File: config.mk
export PLATFORM = sky130hd
export DESIGN_NAME = spi_reg_target
export DESIGN_NICKNAME = d
export VERILOG_FILES = /design/src/rtl/spi_tgt_pkg.sv /design/src/rtl/spi_tgt_sync.sv /design/src/rtl/spi_tgt_front.sv /design/src/rtl/spi_tgt_bank.sv /design/src/rtl/spi_tgt_ctrl.sv /design/src/rtl/spi_reg_target.sv
export SDC_FILE = /design/constraint.sdc
export NUM_CORES = 1
export LEC_CHECK = 0
export BUFFER_PORTS_ARGS = -buffer_cell sky130_fd_sc_hd__buf_2
export CAP_MARGIN = 15
export CORE_MARGIN = 2
export CORE_UTILIZATION = 40
export CTS_CLUSTER_DIAMETER = 120
export DETAILED_ROUTE_END_ITERATION = 7
export PLACE_DENSITY = 0.52
export SYNTH_ARGS = -nofsm -noshare
export SYNTH_HDL_FRONTEND = slang
export SYNTH_HIERARCHICAL = 1
export SYNTH_SLANG_ARGS = --single-unit
File: constraint.sdc
create_clock -name clk -period 17.8 [get_ports clk]
set_input_delay 3.56 -clock clk [delete_from_list [all_inputs] [get_ports clk]]
set_output_delay 3.56 -clock clk [all_outputs]
set_load 0.01 [all_outputs]
File: src/rtl/spi_tgt_pkg.sv
package spi_tgt_pkg;

  typedef enum logic [1:0] {
    PH_IDLE  = 2'd0,
    PH_INSTR = 2'd1,
    PH_DATA  = 2'd2,
    PH_DONE  = 2'd3
  } phase_e;

  typedef struct packed {
    logic msb_first;
    logic stream_en;
    logic addr_up;
    logic four_wire;
  } cfg_t;

  localparam cfg_t CFG_RESET = '{msb_first: 1'b1, stream_en: 1'b0,
                                 addr_up: 1'b1, four_wire: 1'b1};

endpackage

File: src/rtl/spi_tgt_sync.sv
module spi_tgt_sync #(
  parameter int W = 1,
  parameter int STAGES = 2,
  parameter logic [W-1:0] RST_VAL = '0
) (
  input  logic         clk,
  input  logic         rst_n,
  input  logic [W-1:0] d,
  output logic [W-1:0] q
);

  logic [W-1:0] stage_q [STAGES];

  generate
    for (genvar g = 0; g < STAGES; g++) begin : g_stage
      if (g == 0) begin : g_first
        always_ff @(posedge clk or negedge rst_n) begin
          if (!rst_n) stage_q[g] <= RST_VAL;
          else        stage_q[g] <= d;
        end
      end else begin : g_next
        always_ff @(posedge clk or negedge rst_n) begin
          if (!rst_n) stage_q[g] <= RST_VAL;
          else        stage_q[g] <= stage_q[g-1];
        end
      end
    end
  endgenerate

  assign q = stage_q[STAGES-1];

endmodule

File: src/rtl/spi_tgt_front.sv
module spi_tgt_front #(
  parameter int SYNC_STAGES = 2
) (
  input  logic clk,
  input  logic rst_n,
  input  logic spi_sclk,
  input  logic spi_cs_n,
  input  logic spi_mosi,
  input  logic sdio_i,
  output logic cs_act,
  output logic cs_start,
  output logic sck_rise,
  output logic sck_fall,
  output logic mosi_s,
  output logic sdio_s
);

  // bit order in the synchronised vector: {sclk, cs_n, mosi, sdio}
  localparam int NSIG = 4;
  localparam logic [NSIG-1:0] SYNC_RST = 4'b0100;

  logic [NSIG-1:0] raw_in;
  logic [NSIG-1:0] syn;
  logic            sclk_d_q;
  logic            cs_act_d_q;
  logic            sclk_s;

  assign raw_in = {spi_sclk, spi_cs_n, spi_mosi, sdio_i};

  spi_tgt_sync #(
    .W      (NSIG),
    .STAGES (SYNC_STAGES),
    .RST_VAL(SYNC_RST)
  ) u_sync (
    .clk  (clk),
    .rst_n(rst_n),
    .d    (raw_in),
    .q    (syn)
  );

  assign sclk_s = syn[3];
  assign cs_act = ~syn[2];
  assign mosi_s = syn[1];
  assign sdio_s = syn[0];

  always_ff @(posedge clk or negedge rst_n) begin
    if (!rst_n) begin
      sclk_d_q   <= 1'b0;
      cs_act_d_q <= 1'b0;
    end else begin
      sclk_d_q   <= sclk_s;
      cs_act_d_q <= cs_act;
    end
  end

  assign cs_start = cs_act & ~cs_act_d_q;
  assign sck_rise = cs_act & sclk_s & ~sclk_d_q;
  assign sck_fall = cs_act & ~sclk_s & sclk_d_q;

endmodule

File: src/rtl/spi_tgt_bank.sv
module spi_tgt_bank #(
  parameter int DEPTH = 32,
  parameter int DW = 8,
  localparam int IDX_W = $clog2(DEPTH)
) (
  input  logic             clk,
  input  logic             rst_n,
  input  logic             wr_en,
  input  logic [IDX_W-1:0] wr_idx,
  input  logic [DW-1:0]    wr_data,
  input  logic [IDX_W-1:0] rd_a_idx,
  output logic [DW-1:0]    rd_a_data,
  input  logic [IDX_W-1:0] rd_b_idx,
  output logic [DW-1:0]    rd_b_data
);

  logic [DW-1:0] mem_q [DEPTH];

  generate
    for (genvar g = 0; g < DEPTH; g++) begin : g_reg
      logic hit;
      assign hit = wr_en && (wr_idx == IDX_W'(g));
      always_ff @(posedge clk or negedge rst_n) begin
        if (!rst_n)   mem_q[g] <= '0;
        else if (hit) mem_q[g] <= wr_data;
      end
    end
  endgenerate

  assign rd_a_data = mem_q[rd_a_idx];
  assign rd_b_data = mem_q[rd_b_idx];

endmodule

File: src/rtl/spi_tgt_ctrl.sv
module spi_tgt_ctrl
  import spi_tgt_pkg::*;
#(
  parameter int ADDR_W = 15,
  parameter int IDX_W = 5,
  parameter int DW = 8,
  localparam int INSTR_W = ADDR_W + 1,
  localparam int CNT_W = $clog2(INSTR_W)
) (
  input  logic             clk,
  input  logic             rst_n,
  input  cfg_t             cfg_in,
  input  logic             cs_act,
  input  logic             cs_start,
  input  logic             sck_rise,
  input  logic             sck_fall,
  input  logic             mosi_s,
  input  logic             sdio_s,
  input  logic [DW-1:0]    look_data,
  output logic [IDX_W-1:0] look_idx,
  output logic             wr_en,
  output logic [IDX_W-1:0] wr_idx,
  output logic [DW-1:0]    wr_data,
  output logic             out_bit,
  output logic             drive,
  output logic             four_q,
  output phase_e           phase
);

  phase_e              phase_q, phase_n;
  logic [CNT_W-1:0]    cnt_q, cnt_n;
  logic [INSTR_W-1:0]  instr_q, instr_n, instr_shift;
  logic [ADDR_W-1:0]   addr_q, addr_n, step_addr;
  logic                rd_q, rd_n;
  logic [DW-1:0]       rx_q, rx_n, rx_shift;
  logic [DW-1:0]       tx_q, tx_n;
  logic                out_q, out_n;
  logic                drive_q, drive_n;
  cfg_t                cfg_q, cfg_n;
  logic                wr_en_q, wr_en_n;
  logic [IDX_W-1:0]    wr_idx_q, wr_idx_n;
  logic [DW-1:0]       wr_data_q, wr_data_n;
  logic                din;
  logic [ADDR_W-1:0]   look_addr;

  // next-state logic
  always_comb begin
    phase_n   = phase_q;
    cnt_n     = cnt_q;
    instr_n   = instr_q;
    addr_n    = addr_q;
    rd_n      = rd_q;
    rx_n      = rx_q;
    tx_n      = tx_q;
    out_n     = out_q;
    drive_n   = drive_q;
    cfg_n     = cfg_q;
    wr_en_n   = 1'b0;
    wr_idx_n  = wr_idx_q;
    wr_data_n = wr_data_q;

    din         = cfg_q.four_wire ? mosi_s : sdio_s;
    instr_shift = cfg_q.msb_first ? {instr_q[INSTR_W-2:0], din}
                                  : {din, instr_q[INSTR_W-1:1]};
    rx_shift    = cfg_q.msb_first ? {rx_q[DW-2:0], din}
                                  : {din, rx_q[DW-1:1]};
    step_addr   = cfg_q.addr_up ? addr_q + ADDR_W'(1) : addr_q - ADDR_W'(1);
    look_addr   = (phase_q == PH_INSTR) ? instr_shift[ADDR_W-1:0] : step_addr;

    if (!cs_act) begin
      phase_n = PH_IDLE;
      cnt_n   = '0;
      drive_n = 1'b0;
    end else if (cs_start) begin
      phase_n = PH_INSTR;
      cnt_n   = '0;
      drive_n = 1'b0;
      cfg_n   = cfg_in;
    end else begin
      case (phase_q)
        PH_INSTR: begin
          if (sck_rise) begin
            instr_n = instr_shift;
            if (cnt_q == CNT_W'(INSTR_W - 1)) begin
              rd_n    = instr_shift[INSTR_W-1];
              addr_n  = instr_shift[ADDR_W-1:0];
              tx_n    = look_data;
              phase_n = PH_DATA;
              cnt_n   = '0;
            end else begin
              cnt_n = cnt_q + CNT_W'(1);
            end
          end
        end
        PH_DATA: begin
          if (sck_rise) begin
            rx_n = rx_shift;
            if (cnt_q == CNT_W'(DW - 1)) begin
              cnt_n = '0;
              if (!rd_q) begin
                wr_en_n   = 1'b1;
                wr_idx_n  = addr_q[IDX_W-1:0];
                wr_data_n = rx_shift;
              end
              if (cfg_q.stream_en) begin
                addr_n = step_addr;
                tx_n   = look_data;
              end else begin
                phase_n = PH_DONE;
                drive_n = 1'b0;
              end
            end else begin
              cnt_n = cnt_q + CNT_W'(1);
            end
          end else if (sck_fall && rd_q) begin
            out_n   = cfg_q.msb_first ? tx_q[DW-1] : tx_q[0];
            tx_n    = cfg_q.msb_first ? {tx_q[DW-2:0], 1'b0} : {1'b0, tx_q[DW-1:1]};
            drive_n = 1'b1;
          end
        end
        default: begin
        end
      endcase
    end
  end

  // state registers
  always_ff @(posedge clk or negedge rst_n) begin
    if (!rst_n) begin
      phase_q   <= PH_IDLE;
      cnt_q     <= '0;
      instr_q   <= '0;
      addr_q    <= '0;
      rd_q      <= 1'b0;
      rx_q      <= '0;
      tx_q      <= '0;
      out_q     <= 1'b0;
      drive_q   <= 1'b0;
      cfg_q     <= CFG_RESET;
      wr_en_q   <= 1'b0;
      wr_idx_q  <= '0;
      wr_data_q <= '0;
    end else begin
      phase_q   <= phase_n;
      cnt_q     <= cnt_n;
      instr_q   <= instr_n;
      addr_q    <= addr_n;
      rd_q      <= rd_n;
      rx_q      <= rx_n;
      tx_q      <= tx_n;
      out_q     <= out_n;
      drive_q   <= drive_n;
      cfg_q     <= cfg_n;
      wr_en_q   <= wr_en_n;
      wr_idx_q  <= wr_idx_n;
      wr_data_q <= wr_data_n;
    end
  end

  assign look_idx = look_addr[IDX_W-1:0];
  assign wr_en    = wr_en_q;
  assign wr_idx   = wr_idx_q;
  assign wr_data  = wr_data_q;
  assign out_bit  = out_q;
  assign drive    = drive_q;
  assign four_q   = cfg_q.four_wire;
  assign phase    = phase_q;

endmodule

File: src/rtl/spi_reg_target.sv
module spi_reg_target
  import spi_tgt_pkg::*;
#(
  parameter int ADDR_W = 15,
  parameter int DEPTH = 32,
  parameter int SYNC_STAGES = 2,
  localparam int IDX_W = $clog2(DEPTH)
) (
  input  logic             clk,
  input  logic             rst_n,
  input  logic             cfg_msb_first,
  input  logic             cfg_stream_en,
  input  logic             cfg_addr_up,
  input  logic             cfg_four_wire,
  input  logic             spi_sclk,
  input  logic             spi_cs_n,
  input  logic             spi_mosi,
  output logic             spi_miso,
  input  logic             sdio_i,
  output logic             sdio_o,
  output logic             sdio_oe,
  input  logic [IDX_W-1:0] bank_rd_idx,
  output logic [7:0]       bank_rd_data
);

  localparam int DW = 8;

  logic             rst_meta_q, rst_sync_n;
  logic             cs_act, cs_start, sck_rise, sck_fall, mosi_s, sdio_s;
  logic [IDX_W-1:0] look_idx, wr_idx;
  logic [DW-1:0]    look_data, wr_data;
  logic             wr_en, out_bit, drive, four_q;
  phase_e           phase;
  cfg_t             cfg_in;

  // asynchronous assertion, synchronous release
  always_ff @(posedge clk or negedge rst_n) begin
    if (!rst_n) begin
      rst_meta_q <= 1'b0;
      rst_sync_n <= 1'b0;
    end else begin
      rst_meta_q <= 1'b1;
      rst_sync_n <= rst_meta_q;
    end
  end

  assign cfg_in = '{msb_first: cfg_msb_first, stream_en: cfg_stream_en,
                    addr_up: cfg_addr_up, four_wire: cfg_four_wire};

  spi_tgt_front #(
    .SYNC_STAGES(SYNC_STAGES)
  ) u_front (
    .clk     (clk),
    .rst_n   (rst_sync_n),
    .spi_sclk(spi_sclk),
    .spi_cs_n(spi_cs_n),
    .spi_mosi(spi_mosi),
    .sdio_i  (sdio_i),
    .cs_act  (cs_act),
    .cs_start(cs_start),
    .sck_rise(sck_rise),
    .sck_fall(sck_fall),
    .mosi_s  (mosi_s),
    .sdio_s  (sdio_s)
  );

  spi_tgt_ctrl #(
    .ADDR_W(ADDR_W),
    .IDX_W (IDX_W),
    .DW    (DW)
  ) u_ctrl (
    .clk      (clk),
    .rst_n    (rst_sync_n),
    .cfg_in   (cfg_in),
    .cs_act   (cs_act),
    .cs_start (cs_start),
    .sck_rise (sck_rise),
    .sck_fall (sck_fall),
    .mosi_s   (mosi_s),
    .sdio_s   (sdio_s),
    .look_data(look_data),
    .look_idx (look_idx),
    .wr_en    (wr_en),
    .wr_idx   (wr_idx),
    .wr_data  (wr_data),
    .out_bit  (out_bit),
    .drive    (drive),
    .four_q   (four_q),
    .phase    (phase)
  );

  spi_tgt_bank #(
    .DEPTH(DEPTH),
    .DW   (DW)
  ) u_bank (
    .clk      (clk),
    .rst_n    (rst_sync_n),
    .wr_en    (wr_en),
    .wr_idx   (wr_idx),
    .wr_data  (wr_data),
    .rd_a_idx (look_idx),
    .rd_a_data(look_data),
    .rd_b_idx (bank_rd_idx),
    .rd_b_data(bank_rd_data)
  );

  assign spi_miso = drive & four_q & out_bit;
  assign sdio_o   = drive & out_bit;
  assign sdio_oe  = drive & ~four_q & (phase == PH_DATA);

endmodule

==> summary.md <==
| Metric | Value |
|---|---|
| Worst skew pair latency | `0.56 ns` |
| Top cells by instance count after synthesis | `327 x dfrtp_1, 280 x mux2_2, 160 x mux4_2, 68 x nand2_1, 47 x clkbuf_1` |
| Total Routing Usage GR | `20.9%` |
| Synth area leader | `dfrtp_1` |
| CTS max path bufs | `3` |
| Hold Path Class | `flop to flop` |
| Mean Syn Cell Area | `15.0 sq um` |
| Ys async rst share | `100%` |
| Crit path max-delay family | `multiplexers` |
| Die area | `about 0.045 sq mm` |
| Most used DFF post-synth | `dfrtp_1` |
| Layout area overhead | `11.0%` |
| WL per Instance | `25.5 um` |
| Syn nets | `1,183` |
| Depth of the CTS H-tree | `2` |
| CP cell instances | `buf_4, buf_4, mux4_2, mux4_2, mux2_2, buf_2` |
| Slew HR | `25.9%` |
| Design Area, Final | `approximately 0.019 sq mm` |
| Final period utilization | `55.8%` |
| Leak | `just under 9 nW` |
| Cells after synthesis | `1,160` |
| Critical Path Start Type | `input port` |
| Row Count | `76` |
| Gr ovfl total | `0` |
| Count leader, synth | `dfrtp_1` |
| Largest fanout on the critical path | `37` |
| Synthesized cell area | `0.0174 sq mm` |
| Buffers on Ports | `25` |
| Area after DPL | `between 0.015 and 0.02 sq mm` |
| Post-synthesis cell type count | `55` |
| Dpl ws | `7.78 ns` |
| Vias per inst | `5.74` |
| Critical Path RT | `around 14 ns` |
| Clock sink count | `332` |
| CTS Root Cell | `clkbuf_16` |
| First drt pass iteration count | `5` |
| Post-Route WL | `44.9 mm` |
| Setup_tns | `0 ns` |
| Placed cells | `1,691` |
| Number of global-route vias before repair | `10.5k` |
| Die Wd | `roughly 210 um` |
| CP Capture Type | `output port` |
| Placer Congestion | `0.785` |
| Setup Fix Bufs, Post-CTS | `0` |
| Fmax | `0.101 GHz` |
| Max Cap Viol | `0` |
| YS warnings | `6` |
| Sequential area share after synthesis | `47.8%` |
| CP max-delay cell | `buf_4` |
| EDFF count, synth | `0` |
| Post-route DRC violation count | `0` |
| Post-synthesis register bit count | `approximately 330` |
| IO Count | `26` |
| Die Height | `213 um` |
| Core footprint | `roughly 0.043 sq mm` |
| Total Nets Final | `1,171` |
| Initial core utilization | `40.5%` |
| Final hold vios | `0` |
| Clock-pin slew on the worst setup and hold paths | `about 0.05 ns` |
| Core Util, Final | `44.9%` |
| Top post-synthesis cells by area | `dfrtp_1 47%, mux4_2 21%, mux2_2 18%` |
| Hold-fix buffers, CTS | `0` |
| CP arrival | `6.37 ns` |
| Worst Setup Path Type | `input port to output port` |
| P per Cell Area | `112 mW/mm^2` |
| Iter 0 DRT Violations | `705` |
| Final setup fails | `0` |
| RSZ-0062 raised after global routing | `false` |
| Hold WS | `0.346 ns` |
| Final max-slew violation count | `0` |
| Period minus WS final | `slightly below 10 ns` |
| CTS tree | `built` |
| Synth top area share | `47.0%` |
| Total power | `around 2.2 mW` |
| Post-CTS sizing | `0` |
| Final Non-Filler Cells | `1,763` |
| Via count | `10.1k` |
| Hpwl dp | `28.3 mm` |
| Outcome | `finished clean` |
| Post-route ant nets | `0` |
| First-pass GRT wire length | `between 60 and 70 mm` |
| Final worst slack | `a little under 8 ns` |
| Largest net degree at the start of global routing | `80` |
| Slew of the pin with the lowest slew margin | `1.11 ns` |
| CP peak stage delay | `around 0.73 ns` |
| ANT cells | `0` |
| CTS Buf Count | `40` |
| Layout Skew | `0.0283 ns` |
| Crit path buf inv count | `3` |
| Share of post-route cells with drive strength above 1 | `around half` |
| Initial antenna violation count | `0` |
| Peak VDD IR | `roughly 0.13 mV` |
[final timing paths]
| kind | startpoint | to | slack, ns | cells after the start |
|---|---|---|---|---|
| setup / recovery | bank_rd_idx[1] | bank_rd_data[7] | 7.87 | 6 |
| hold / removal | rst_meta_q | rst_sync_n | 0.35 | 0 |
| setup reg to reg | u_ctrl/phase[1] | u_ctrl/tx_q[3] | 13.26 | 10 |
| hold reg to reg | rst_meta_q | rst_sync_n | 0.35 | 0 |
| max in group asynchronous | rst_n | rst_sync_n | 14.91 | 1 |
| min in group asynchronous | rst_sync_n | u_bank/mem_q[27] | 0.47 | 0 |
[cell families (layout without fill, tap and decap cells)]
family	count (synthesis)	count (layout)	share of synthesized area, %
AOI/OAI and AO/OA	82	82	2.76
xor gates and xnor gates	6	6	0.302
adders and majority gates	8	8	0.618
buffers and inverters	107	125	2.97
DFF	332	332	47.8
muxes	480	480	41.2
other	1	1	0.0215
and+or+nand+nor	144	144	4.34
[placed cells by master, fill, tap and decap left out, types with 4 or more instances in the layout]
master     netlist  routed
a21oi_1         16      16
buf_2           14      23
buf_4           16      22
clkbuf_1        47       9
clkbuf_16        0      42
clkbuf_8         0       9
clkinv_2         0       7
dfrtp_1        327     326
dfstp_2          5       5
ha_1             7       7
inv_1            8       8
mux2_2         280     280
mux2i_1         37      33
mux4_2         160     160
nand2_1         68      68
nand2b_1         8       8
nand3_1          4       4
nand4b_1         4       4
nor2_1          26      25
nor2b_1          7       5
o21ai_0         41      41
o21ai_1          4       4
o21ai_2          7       7
xor2_1           5       5
[layout make-up]
| type | instances | area (sq um) |
|---|---|---|
| multi-input combinational | 721 | 8620 |
| inverter | 8 | 30.0 |
| clock inverter | 12 | 126 |
| clock buffer | 60 | 1210 |
| timing repair buffer | 45 | 280 |
| sequential | 332 | 8320 |
| fill | 3889 | 23700 |
| tap | 585 | 732 |
[registers in the layout, summed over array words and instances, names as in the netlist, 2 cells and up]
signal                  cells
u_bank/mem_q              256
u_ctrl/instr_q             16
u_ctrl/rx_q                 8
u_ctrl/tx_q                 8
u_ctrl/wr_data              8
u_ctrl/addr_q               5
u_ctrl/wr_idx               5
u_ctrl/cnt_q                4
u_front/u_sync/q            4
u_front/u_sync/stage_q      4
u_ctrl/cfg_q                3
u_ctrl/phase                2
[power by group]
| group | internal (mW) | switching [mW] |
|---|---|---|
| Combinational | 0.219 | 0.319 |
| Clock | 0.498 | 0.325 |
| Sequential | 0.782 | 0.0259 |
[per-layer routing]
| layer | vias up | GRT usage (%) | share of wire, % |
|---|---|---|---|
| li1 | 4416 | - | - |
| met1 | 5371 | 29.3 | 45 |
| met2 | 248 | 32.6 | 47 |
| met3 | 82 | 3.90 | 5.2 |
| met4 | 0 | 7.31 | 3.0 |
| met5 | - | 0 | 0 |
Power figures use the tool's default switching activity.
